**config.mk**
```make
export PLATFORM = sky130hd
export DESIGN_NAME = wavegen_timer
export DESIGN_NICKNAME = d
export VERILOG_FILES = /design/src/rtl/wtc_pkg.sv /design/src/rtl/wtc_clock_sel.sv /design/src/rtl/wtc_event_det.sv /design/src/rtl/wtc_counter.sv /design/src/rtl/wavegen_timer.sv
export SDC_FILE = /design/constraint.sdc
export NUM_CORES = 1
export LEC_CHECK = 0
export BUFFER_PORTS_ARGS = -buffer_cell sky130_fd_sc_hd__clkbuf_2
export CAP_MARGIN = 30
export CORE_AREA = 2 2 101 103
export CTS_BUF_LIST = sky130_fd_sc_hd__clkbuf_2 sky130_fd_sc_hd__clkbuf_4 sky130_fd_sc_hd__clkbuf_8
export DETAILED_ROUTE_END_ITERATION = 12
export DIE_AREA = 0 0 103 105
export PLACE_DENSITY_LB_ADDON = 0.3
export SLEW_MARGIN = 40
export SYNTH_ARGS = -nofsm -noshare
export SYNTH_HDL_FRONTEND = slang
export SYNTH_SLANG_ARGS = --single-unit
```
**constraint.sdc**
```tcl
create_clock -name clk -period 4.4 [get_ports clk]
set_input_delay 0.22 -clock clk [delete_from_list [all_inputs] [get_ports clk]]
set_output_delay 0.22 -clock clk [all_outputs]
set_load 0.005 [all_outputs]
```
**src/rtl/wtc_pkg.sv**
```systemverilog
package wtc_pkg;

   localparam int N_EXT = 3;

   typedef enum logic [1:0] {
      WM_UP       = 2'd0,
      WM_UPDN     = 2'd1,
      WM_UP_AUTO  = 2'd2,
      WM_UPDN_AUTO = 2'd3
   } wave_mode_e;

   typedef enum logic [1:0] {
      EDGE_OFF  = 2'd0,
      EDGE_RISE = 2'd1,
      EDGE_FALL = 2'd2,
      EDGE_ANY  = 2'd3
   } edge_sel_e;

   typedef struct packed {
      logic       trig_en;    // [14]
      edge_sel_e  evt_edge;   // [13:12]
      logic [1:0] evt_src;    // [11:10]
      logic       dis_on_c;   // [9]
      logic       stop_on_c;  // [8]
      logic [1:0] gate_sel;   // [7:6]
      logic       clk_inv;    // [5]
      logic [2:0] clk_sel;    // [4:2]
      wave_mode_e mode;       // [1:0]
   } wtc_cfg_t;

   localparam int CFG_W = $bits(wtc_cfg_t);

endpackage

```
**src/rtl/wtc_clock_sel.sv**
```systemverilog
module wtc_clock_sel
   import wtc_pkg::*;
#(
   parameter int DIV_A_LOG = 3,
   parameter int DIV_B_LOG = 5,
   parameter int DIV_C_LOG = 7
)(
   input  logic             clk,
   input  logic             rst_n,
   input  logic [2:0]       clk_sel_i,
   input  logic             clk_inv_i,
   input  logic [1:0]       gate_sel_i,
   input  logic             slow_clk_i,
   input  logic [N_EXT-1:0] ext_i,
   output logic             tick_o
);

   localparam int PRE_W   = DIV_C_LOG;
   localparam int N_SRC   = 5 + N_EXT;
   localparam int N_GATE  = 1 + N_EXT;

   generate
      if (DIV_A_LOG < 1 || DIV_B_LOG <= DIV_A_LOG || DIV_C_LOG <= DIV_B_LOG) begin : g_bad_div
         $error("divider exponents must be positive and strictly increasing");
      end
   endgenerate

   logic [PRE_W-1:0]  pre_q;
   logic              fast_q;
   logic [N_SRC-1:0]  src_lvl;
   logic [N_GATE-1:0] gate_lvl;
   logic              lvl, eff, eff_q;

   always_ff @(posedge clk or negedge rst_n) begin
      if (!rst_n) begin
         pre_q  <= '0;
         fast_q <= 1'b0;
      end else begin
         pre_q  <= pre_q + 1'b1;
         fast_q <= ~fast_q;
      end
   end

   assign src_lvl[0] = fast_q;
   assign src_lvl[1] = pre_q[DIV_A_LOG-1];
   assign src_lvl[2] = pre_q[DIV_B_LOG-1];
   assign src_lvl[3] = pre_q[DIV_C_LOG-1];
   assign src_lvl[4] = slow_clk_i;
   assign gate_lvl[0] = 1'b1;

   generate
      for (genvar i = 0; i < N_EXT; i++) begin : g_ext_map
         assign src_lvl[5+i]  = ext_i[i];
         assign gate_lvl[1+i] = ext_i[i];
      end
   endgenerate

   assign lvl = src_lvl[clk_sel_i] & gate_lvl[gate_sel_i];
   assign eff = lvl ^ clk_inv_i;

   // reset high so no tick can appear in the first cycle after reset
   always_ff @(posedge clk or negedge rst_n) begin
      if (!rst_n) eff_q <= 1'b1;
      else        eff_q <= eff;
   end

   assign tick_o = eff & ~eff_q;

endmodule

```
**src/rtl/wtc_event_det.sv**
```systemverilog
module wtc_event_det
   import wtc_pkg::*;
(
   input  logic             clk,
   input  logic             rst_n,
   input  logic [1:0]       evt_src_i,
   input  edge_sel_e        evt_edge_i,
   input  logic             pin_b_i,
   input  logic [N_EXT-1:0] ext_i,
   output logic             evt_o
);

   logic [N_EXT:0] cand;
   logic           sel, prev_q, rise, fall;

   assign cand[0] = pin_b_i;
   generate
      for (genvar i = 0; i < N_EXT; i++) begin : g_cand
         assign cand[1+i] = ext_i[i];
      end
   endgenerate

   assign sel = cand[evt_src_i];

   always_ff @(posedge clk or negedge rst_n) begin
      if (!rst_n) prev_q <= 1'b0;
      else        prev_q <= sel;
   end

   assign rise = sel & ~prev_q;
   assign fall = ~sel & prev_q;

   always_comb begin
      unique case (evt_edge_i)
         EDGE_RISE: evt_o = rise;
         EDGE_FALL: evt_o = fall;
         EDGE_ANY:  evt_o = rise | fall;
         default:   evt_o = 1'b0;
      endcase
   end

endmodule

```
**src/rtl/wtc_counter.sv**
```systemverilog
module wtc_counter
   import wtc_pkg::*;
#(
   parameter int CNT_W = 16
)(
   input  logic             clk,
   input  logic             rst_n,
   input  wave_mode_e       mode_i,
   input  logic             stop_on_c_i,
   input  logic             dis_on_c_i,
   input  logic             tick_i,
   input  logic             start_i,
   input  logic             stop_i,
   input  logic             trig_i,
   input  logic [CNT_W-1:0] ra_i,
   input  logic [CNT_W-1:0] rb_i,
   input  logic [CNT_W-1:0] rc_i,
   output logic [CNT_W-1:0] cnt_o,
   output logic             active_o,
   output logic             trig_o,
   output logic             cmp_a_o,
   output logic             cmp_b_o,
   output logic             cmp_c_o
);

   generate
      if (CNT_W < 2) begin : g_bad_w
         $error("counter width must be at least 2");
      end
   endgenerate

   localparam logic [CNT_W-1:0] ALL_ONES = {CNT_W{1'b1}};

   logic [CNT_W-1:0] cnt_q, cnt_n, top;
   logic             up_q, up_n, wrap_trig, auto_trig, two_way;
   logic             en_q, run_q, step, hit_c;
   logic             trig_q, ca_q, cb_q, cc_q;

   assign auto_trig = mode_i[1];
   assign two_way   = mode_i[0];
   assign top       = auto_trig ? rc_i : ALL_ONES;

   always_comb begin
      cnt_n     = cnt_q + 1'b1;
      up_n      = up_q;
      wrap_trig = 1'b0;
      if (!two_way) begin
         if (auto_trig && cnt_q >= rc_i) begin
            cnt_n     = '0;
            wrap_trig = 1'b1;
         end
      end else if (up_q) begin
         if (cnt_q >= top) begin
            cnt_n = cnt_q - 1'b1;
            up_n  = 1'b0;
         end
      end else begin
         if (cnt_q == '0) up_n  = 1'b1;
         else             cnt_n = cnt_q - 1'b1;
      end
   end

   assign step  = tick_i & en_q & run_q;
   assign hit_c = (cnt_n == rc_i);

   always_ff @(posedge clk or negedge rst_n) begin
      if (!rst_n) begin
         cnt_q  <= '0;
         up_q   <= 1'b1;
         en_q   <= 1'b0;
         run_q  <= 1'b0;
         trig_q <= 1'b0;
         ca_q   <= 1'b0;
         cb_q   <= 1'b0;
         cc_q   <= 1'b0;
      end else begin
         trig_q <= 1'b0;
         ca_q   <= 1'b0;
         cb_q   <= 1'b0;
         cc_q   <= 1'b0;
         if (stop_i)       en_q <= 1'b0;
         else if (start_i) en_q <= 1'b1;
         if (trig_i) begin
            // a trigger clears the count always, but restarts only an enabled clock
            cnt_q  <= '0;
            up_q   <= 1'b1;
            trig_q <= 1'b1;
            run_q  <= en_q;
         end else if (step) begin
            cnt_q  <= cnt_n;
            up_q   <= up_n;
            trig_q <= wrap_trig;
            ca_q   <= (cnt_n == ra_i);
            cb_q   <= (cnt_n == rb_i);
            cc_q   <= hit_c;
            if (hit_c && (stop_on_c_i || dis_on_c_i)) run_q <= 1'b0;
            if (hit_c && dis_on_c_i)                  en_q  <= 1'b0;
         end
      end
   end

   assign cnt_o    = cnt_q;
   assign active_o = en_q & run_q;
   assign trig_o   = trig_q;
   assign cmp_a_o  = ca_q;
   assign cmp_b_o  = cb_q;
   assign cmp_c_o  = cc_q;

endmodule

```
**src/rtl/wavegen_timer.sv**
```systemverilog
module wavegen_timer
   import wtc_pkg::*;
#(
   parameter int CNT_W       = 16,
   parameter int DIV_A_LOG   = 3,
   parameter int DIV_B_LOG   = 5,
   parameter int DIV_C_LOG   = 7,
   parameter int SYNC_STAGES = 0
)(
   input  logic             clk,
   input  logic             rst_n,
   input  logic             cfg_wr_i,
   input  logic [CFG_W-1:0] cfg_data_i,
   input  logic             wp_en_i,
   input  logic [CNT_W-1:0] ra_i,
   input  logic [CNT_W-1:0] rb_i,
   input  logic [CNT_W-1:0] rc_i,
   input  logic             start_i,
   input  logic             stop_i,
   input  logic             swtrig_i,
   input  logic             slow_clk_i,
   input  logic [N_EXT-1:0] ext_i,
   input  logic             pin_b_i,
   output logic [CNT_W-1:0] count_o,
   output logic             active_o,
   output logic             trig_o,
   output logic             cmp_a_o,
   output logic             cmp_b_o,
   output logic             cmp_c_o,
   output logic             ext_evt_o
);

   localparam int IN_W = N_EXT + 2;

   generate
      if (SYNC_STAGES < 0) begin : g_bad_sync
         $error("SYNC_STAGES must not be negative");
      end
   endgenerate

   wtc_cfg_t         cfg_q;
   logic [IN_W-1:0]  raw_in, syn_in;
   logic [N_EXT-1:0] ext_s;
   logic             slow_s, pin_b_s;
   logic             tick, evt, trig, evt_q;

   always_ff @(posedge clk or negedge rst_n) begin
      if (!rst_n)                    cfg_q <= '0;
      else if (cfg_wr_i && !wp_en_i) cfg_q <= wtc_cfg_t'(cfg_data_i);
   end

   assign raw_in = {pin_b_i, slow_clk_i, ext_i};

   generate
      if (SYNC_STAGES == 0) begin : g_nosync
         assign syn_in = raw_in;
      end else begin : g_sync
         logic [SYNC_STAGES-1:0][IN_W-1:0] st_q;
         always_ff @(posedge clk or negedge rst_n) begin
            if (!rst_n) begin
               st_q <= '0;
            end else begin
               st_q[0] <= raw_in;
               for (int s = 1; s < SYNC_STAGES; s++) st_q[s] <= st_q[s-1];
            end
         end
         assign syn_in = st_q[SYNC_STAGES-1];
      end
   endgenerate

   assign ext_s   = syn_in[N_EXT-1:0];
   assign slow_s  = syn_in[N_EXT];
   assign pin_b_s = syn_in[N_EXT+1];

   wtc_clock_sel #(
      .DIV_A_LOG (DIV_A_LOG),
      .DIV_B_LOG (DIV_B_LOG),
      .DIV_C_LOG (DIV_C_LOG)
   ) u_clk (
      .clk        (clk),
      .rst_n      (rst_n),
      .clk_sel_i  (cfg_q.clk_sel),
      .clk_inv_i  (cfg_q.clk_inv),
      .gate_sel_i (cfg_q.gate_sel),
      .slow_clk_i (slow_s),
      .ext_i      (ext_s),
      .tick_o     (tick)
   );

   wtc_event_det u_evt (
      .clk        (clk),
      .rst_n      (rst_n),
      .evt_src_i  (cfg_q.evt_src),
      .evt_edge_i (cfg_q.evt_edge),
      .pin_b_i    (pin_b_s),
      .ext_i      (ext_s),
      .evt_o      (evt)
   );

   assign trig = swtrig_i | (evt & cfg_q.trig_en);

   always_ff @(posedge clk or negedge rst_n) begin
      if (!rst_n) evt_q <= 1'b0;
      else        evt_q <= evt;
   end
   assign ext_evt_o = evt_q;

   wtc_counter #(.CNT_W(CNT_W)) u_cnt (
      .clk         (clk),
      .rst_n       (rst_n),
      .mode_i      (cfg_q.mode),
      .stop_on_c_i (cfg_q.stop_on_c),
      .dis_on_c_i  (cfg_q.dis_on_c),
      .tick_i      (tick),
      .start_i     (start_i),
      .stop_i      (stop_i),
      .trig_i      (trig),
      .ra_i        (ra_i),
      .rb_i        (rb_i),
      .rc_i        (rc_i),
      .cnt_o       (count_o),
      .active_o    (active_o),
      .trig_o      (trig_o),
      .cmp_a_o     (cmp_a_o),
      .cmp_b_o     (cmp_b_o),
      .cmp_c_o     (cmp_c_o)
   );

endmodule

```
==> flow_summary.ini <==
[outcome]
status = finished, violations left
violations = negative hold slack

[yosys]
synth_largest_area_cell = dfrtp_1
ys_types = 80
async_reset_ff_frac = 1.00
seq_area_frac_synth = 0.219
syn_area_um2 = 5610
ys_warn_count = 0
ys_ff_latch = 49
ys.flop_type = dfrtp_1
synth-edff-count = 0
avgSynthCellArea_um2 = 7.93
netlist_instances = 708
synth.top_cell.area_share = 0.210
syn_nets = 821
synthTopCellsByArea = dfrtp_1 21%, ha_1 8.5%, nand2_1 4.3%, nor2_1 3.9%, a21oi_1 3.7%

[sta]
finalSetupTns_ns = 0
slew_headroom = 0.447
hold_viol_final = 8
period_share = 0.956
max_freq_mhz = 238
rsz0062_at_grt = no
setup_viol = 0
fin_ws_ns = 0.192
worstMarginPinSlew_ns = 0.829
min_period_ns = 4.21
final_max_slew_viol_count = 0
timing.hold.ws_ns = -0.0162
finClkSkew_ns = 0.0168

[final_layout]
fin_nets = 928
largest_reg_flops = 16
drive_gt1_frac = 0.240
area_delta_synth_final_pct = 15.9
n_antenna_cell = 0

[grt]
grt_start_max_net_pins = 50
overflow = 0
antenna_found_initial = 0
met1_usage = 0.576
grt.total_usage = 0.465
top_usage_layer = met2
grt.met2_usage = 0.695
grt_use_met3 = 0.159
grt_pass1_wl_mm = 37.9
grt_pass1_vias = 6669

[critical_path]
ff2ff_setup_slack_ns = 0.19
r2r-end = u_cnt.en_q$_DFF_PN0_
critPathArrivalTime_ns = 4.41
start_kind = flop
worst_ep_required_time_ns = 4.60
crit_type = reg2reg
crit_fanout = 18
endpoint = u_cnt.en_q$_DFF_PN0_
critPathCaptureType = flop
reg2reg_depth = 13
worstReg2RegStart = cfg_q[1]$_DFFE_PN0P_
worstSetupStartpoint = cfg_q[1]$_DFFE_PN0P_

[die]
die_area_um2 = 10800
coreArea_um2 = 9640
rows = 36
start_util = 0.582
die_h_um = 105
ios = 97
die_x_um = 103

[placed_design]
pre_cts_ws_ns = 0.340
finalWeightedCongestion = 1.09
dp_hpwl_mm = 18.9
port_buffers = 96

[route]
drt-total-wl_mm = 24.5
wl_per_cell_um = 25.8
vias = 6718
viasPerCell = 7.08
firstDrtPassIters = 7
antenna_left = 0
route.detailed.drc = 0
drt_iter0_drc = 860

[min_path]
hold_path_class = in2async

[cts]
cts_root_buffer = clkbuf_8
path_clk_slew_ns = 0.11
cts_num_sinks = 49
htree_num_levels = 2
cts_tree = yes
numCtsBuffers = 5
clk_latency_ns = 0.33
post_cts_buffers = 0
clk_path_buf_depth = 2

[power_and_ir_drop]
leakage_nw = 2.91
vdd_drop_max_mv = 0.272
powerDensity_nw_per_um2 = 174

[flow_run]
cap_violations = 0
==> routing by layer <==
metal / share of wire / vias to the layer above
li1: - / 2869
met1: 0.35 / 3066
met2: 0.44 / 604
met3: 0.14 / 179
met4: 0.077 / 0
met5: 0 / -
==> how the worst min path moves through the flow <==
stage | cells past startpoint | endpoint | start | slack [ns]
2_1_floorplan | 0 | cfg_q[0]$_DFFE_PN0P_ | rst_n | -0.08
3_3_place_gp | 2 | u_cnt.cnt_o[9]$_DFFE_PN0P_ | rst_n | 0.35
3_5_place_dp | 2 | u_cnt.cnt_o[9]$_DFFE_PN0P_ | rst_n | 0.36
4_1_cts | 2 | u_cnt.run_q$_DFFE_PN0P_ | rst_n | 0.009
5_1_grt | 2 | u_cnt.cnt_o[11]$_DFFE_PN0P_ | rst_n | 0.05
6_report | 2 | u_cnt.run_q$_DFFE_PN0P_ | rst_n | -0.02
==> kinds of logic after synthesis <==
family                     after synthesis  synth area share
and+or+nand+nor                        291             0.274
AOI/OAI and AO/OA                      181             0.230
buffers and inverters                   78            0.0624
DFF                                     49             0.219
adders and majority gates               38            0.0847
xor gates and xnor gates                36            0.0562
muxes                                   35            0.0733
==> area by class of cell <==
cell class / instances / area (um2)
clock inverters: 3 / 33.8
clock buffers: 5 / 68.8
well taps: 133 / 166
inverters: 34 / 128
repair buffers: 144 / 841
fillers: 842 / 3130
multi-input cells: 581 / 4040
flip-flops and latches: 49 / 1230
==> through the flow <==
stage / power, mW / instance area [um2] / hold WS, ns / cells / util
CTS: 1.13 / 6500 / 0.00853 / 949 / 0.675
global route: 1.18 / 6500 / 0.0544 / 949 / 0.675
global placement: 0.810 / 6400 / 0.354 / 941 / 0.664
detailed placement: 0.827 / 6400 / 0.362 / 941 / 0.664
floorplan: 0.686 / 5610 / -0.0756 / 708 / -
finish: 1.13 / 6500 / -0.0162 / 949 / 0.675
==> Yosys cell counts (all sizes together) (15+ instances only) <==
master	n
a21oi	44
buf	18
clkbuf	26
dfrtp	47
ha	38
inv	34
mux2	16
mux2i	16
nand2	65
nand3	28
nand4	15
nor2	58
nor2b	21
nor3	32
nor4	27
o21ai	33
xnor2	21
xor2	15
==> placed cells by master, fill, tap and decap left out, drive strengths merged, types with 27 or more instances in the layout <==
cell type | Yosys | final
clkbuf | 26 | 101
nand2 | 65 | 65
nor2 | 58 | 58
buf | 18 | 48
dfrtp | 47 | 47
a21oi | 44 | 44
ha | 38 | 38
inv | 34 | 34
o21ai | 33 | 33
nor3 | 32 | 32
nand3 | 28 | 28
nor4 | 27 | 27
==> worst max-delay path, cell delays in order (launching register included) <==
cell,delay [ns]
dfrtp_2,0.51
nor2b_1,0.18
ha_1,0.31
nand2_1,0.07
nor3_1,0.42
a31oi_4,0.24
a21oi_2,0.61
buf_4,0.24
mux2i_1,0.11
a2111oi_2,0.38
nand4_1,0.17
nor4_1,0.44
and4bb_1,0.31
a211oi_2,0.09
==> what timing repair did <==
item / CTS / global route
hold endpoints to repair: 0 / 0
endpoints found under the setup margin: 0 / 3
resized for setup: 0 / 1
hold buffers: 0 / 0
==> power by group <==
part | leakage [nW] | internal [mW] | switching (mW) | total (mW)
Clock | 0.0511 | 0.119 | 0.182 | 0.300
Sequential | 0.616 | 0.483 | 0.0283 | 0.511
Combinational | 2.25 | 0.133 | 0.188 | 0.321
Total | 2.91 | 0.736 | 0.398 | 1.13
No activity file was read; power rests on OpenSTA's default activity.
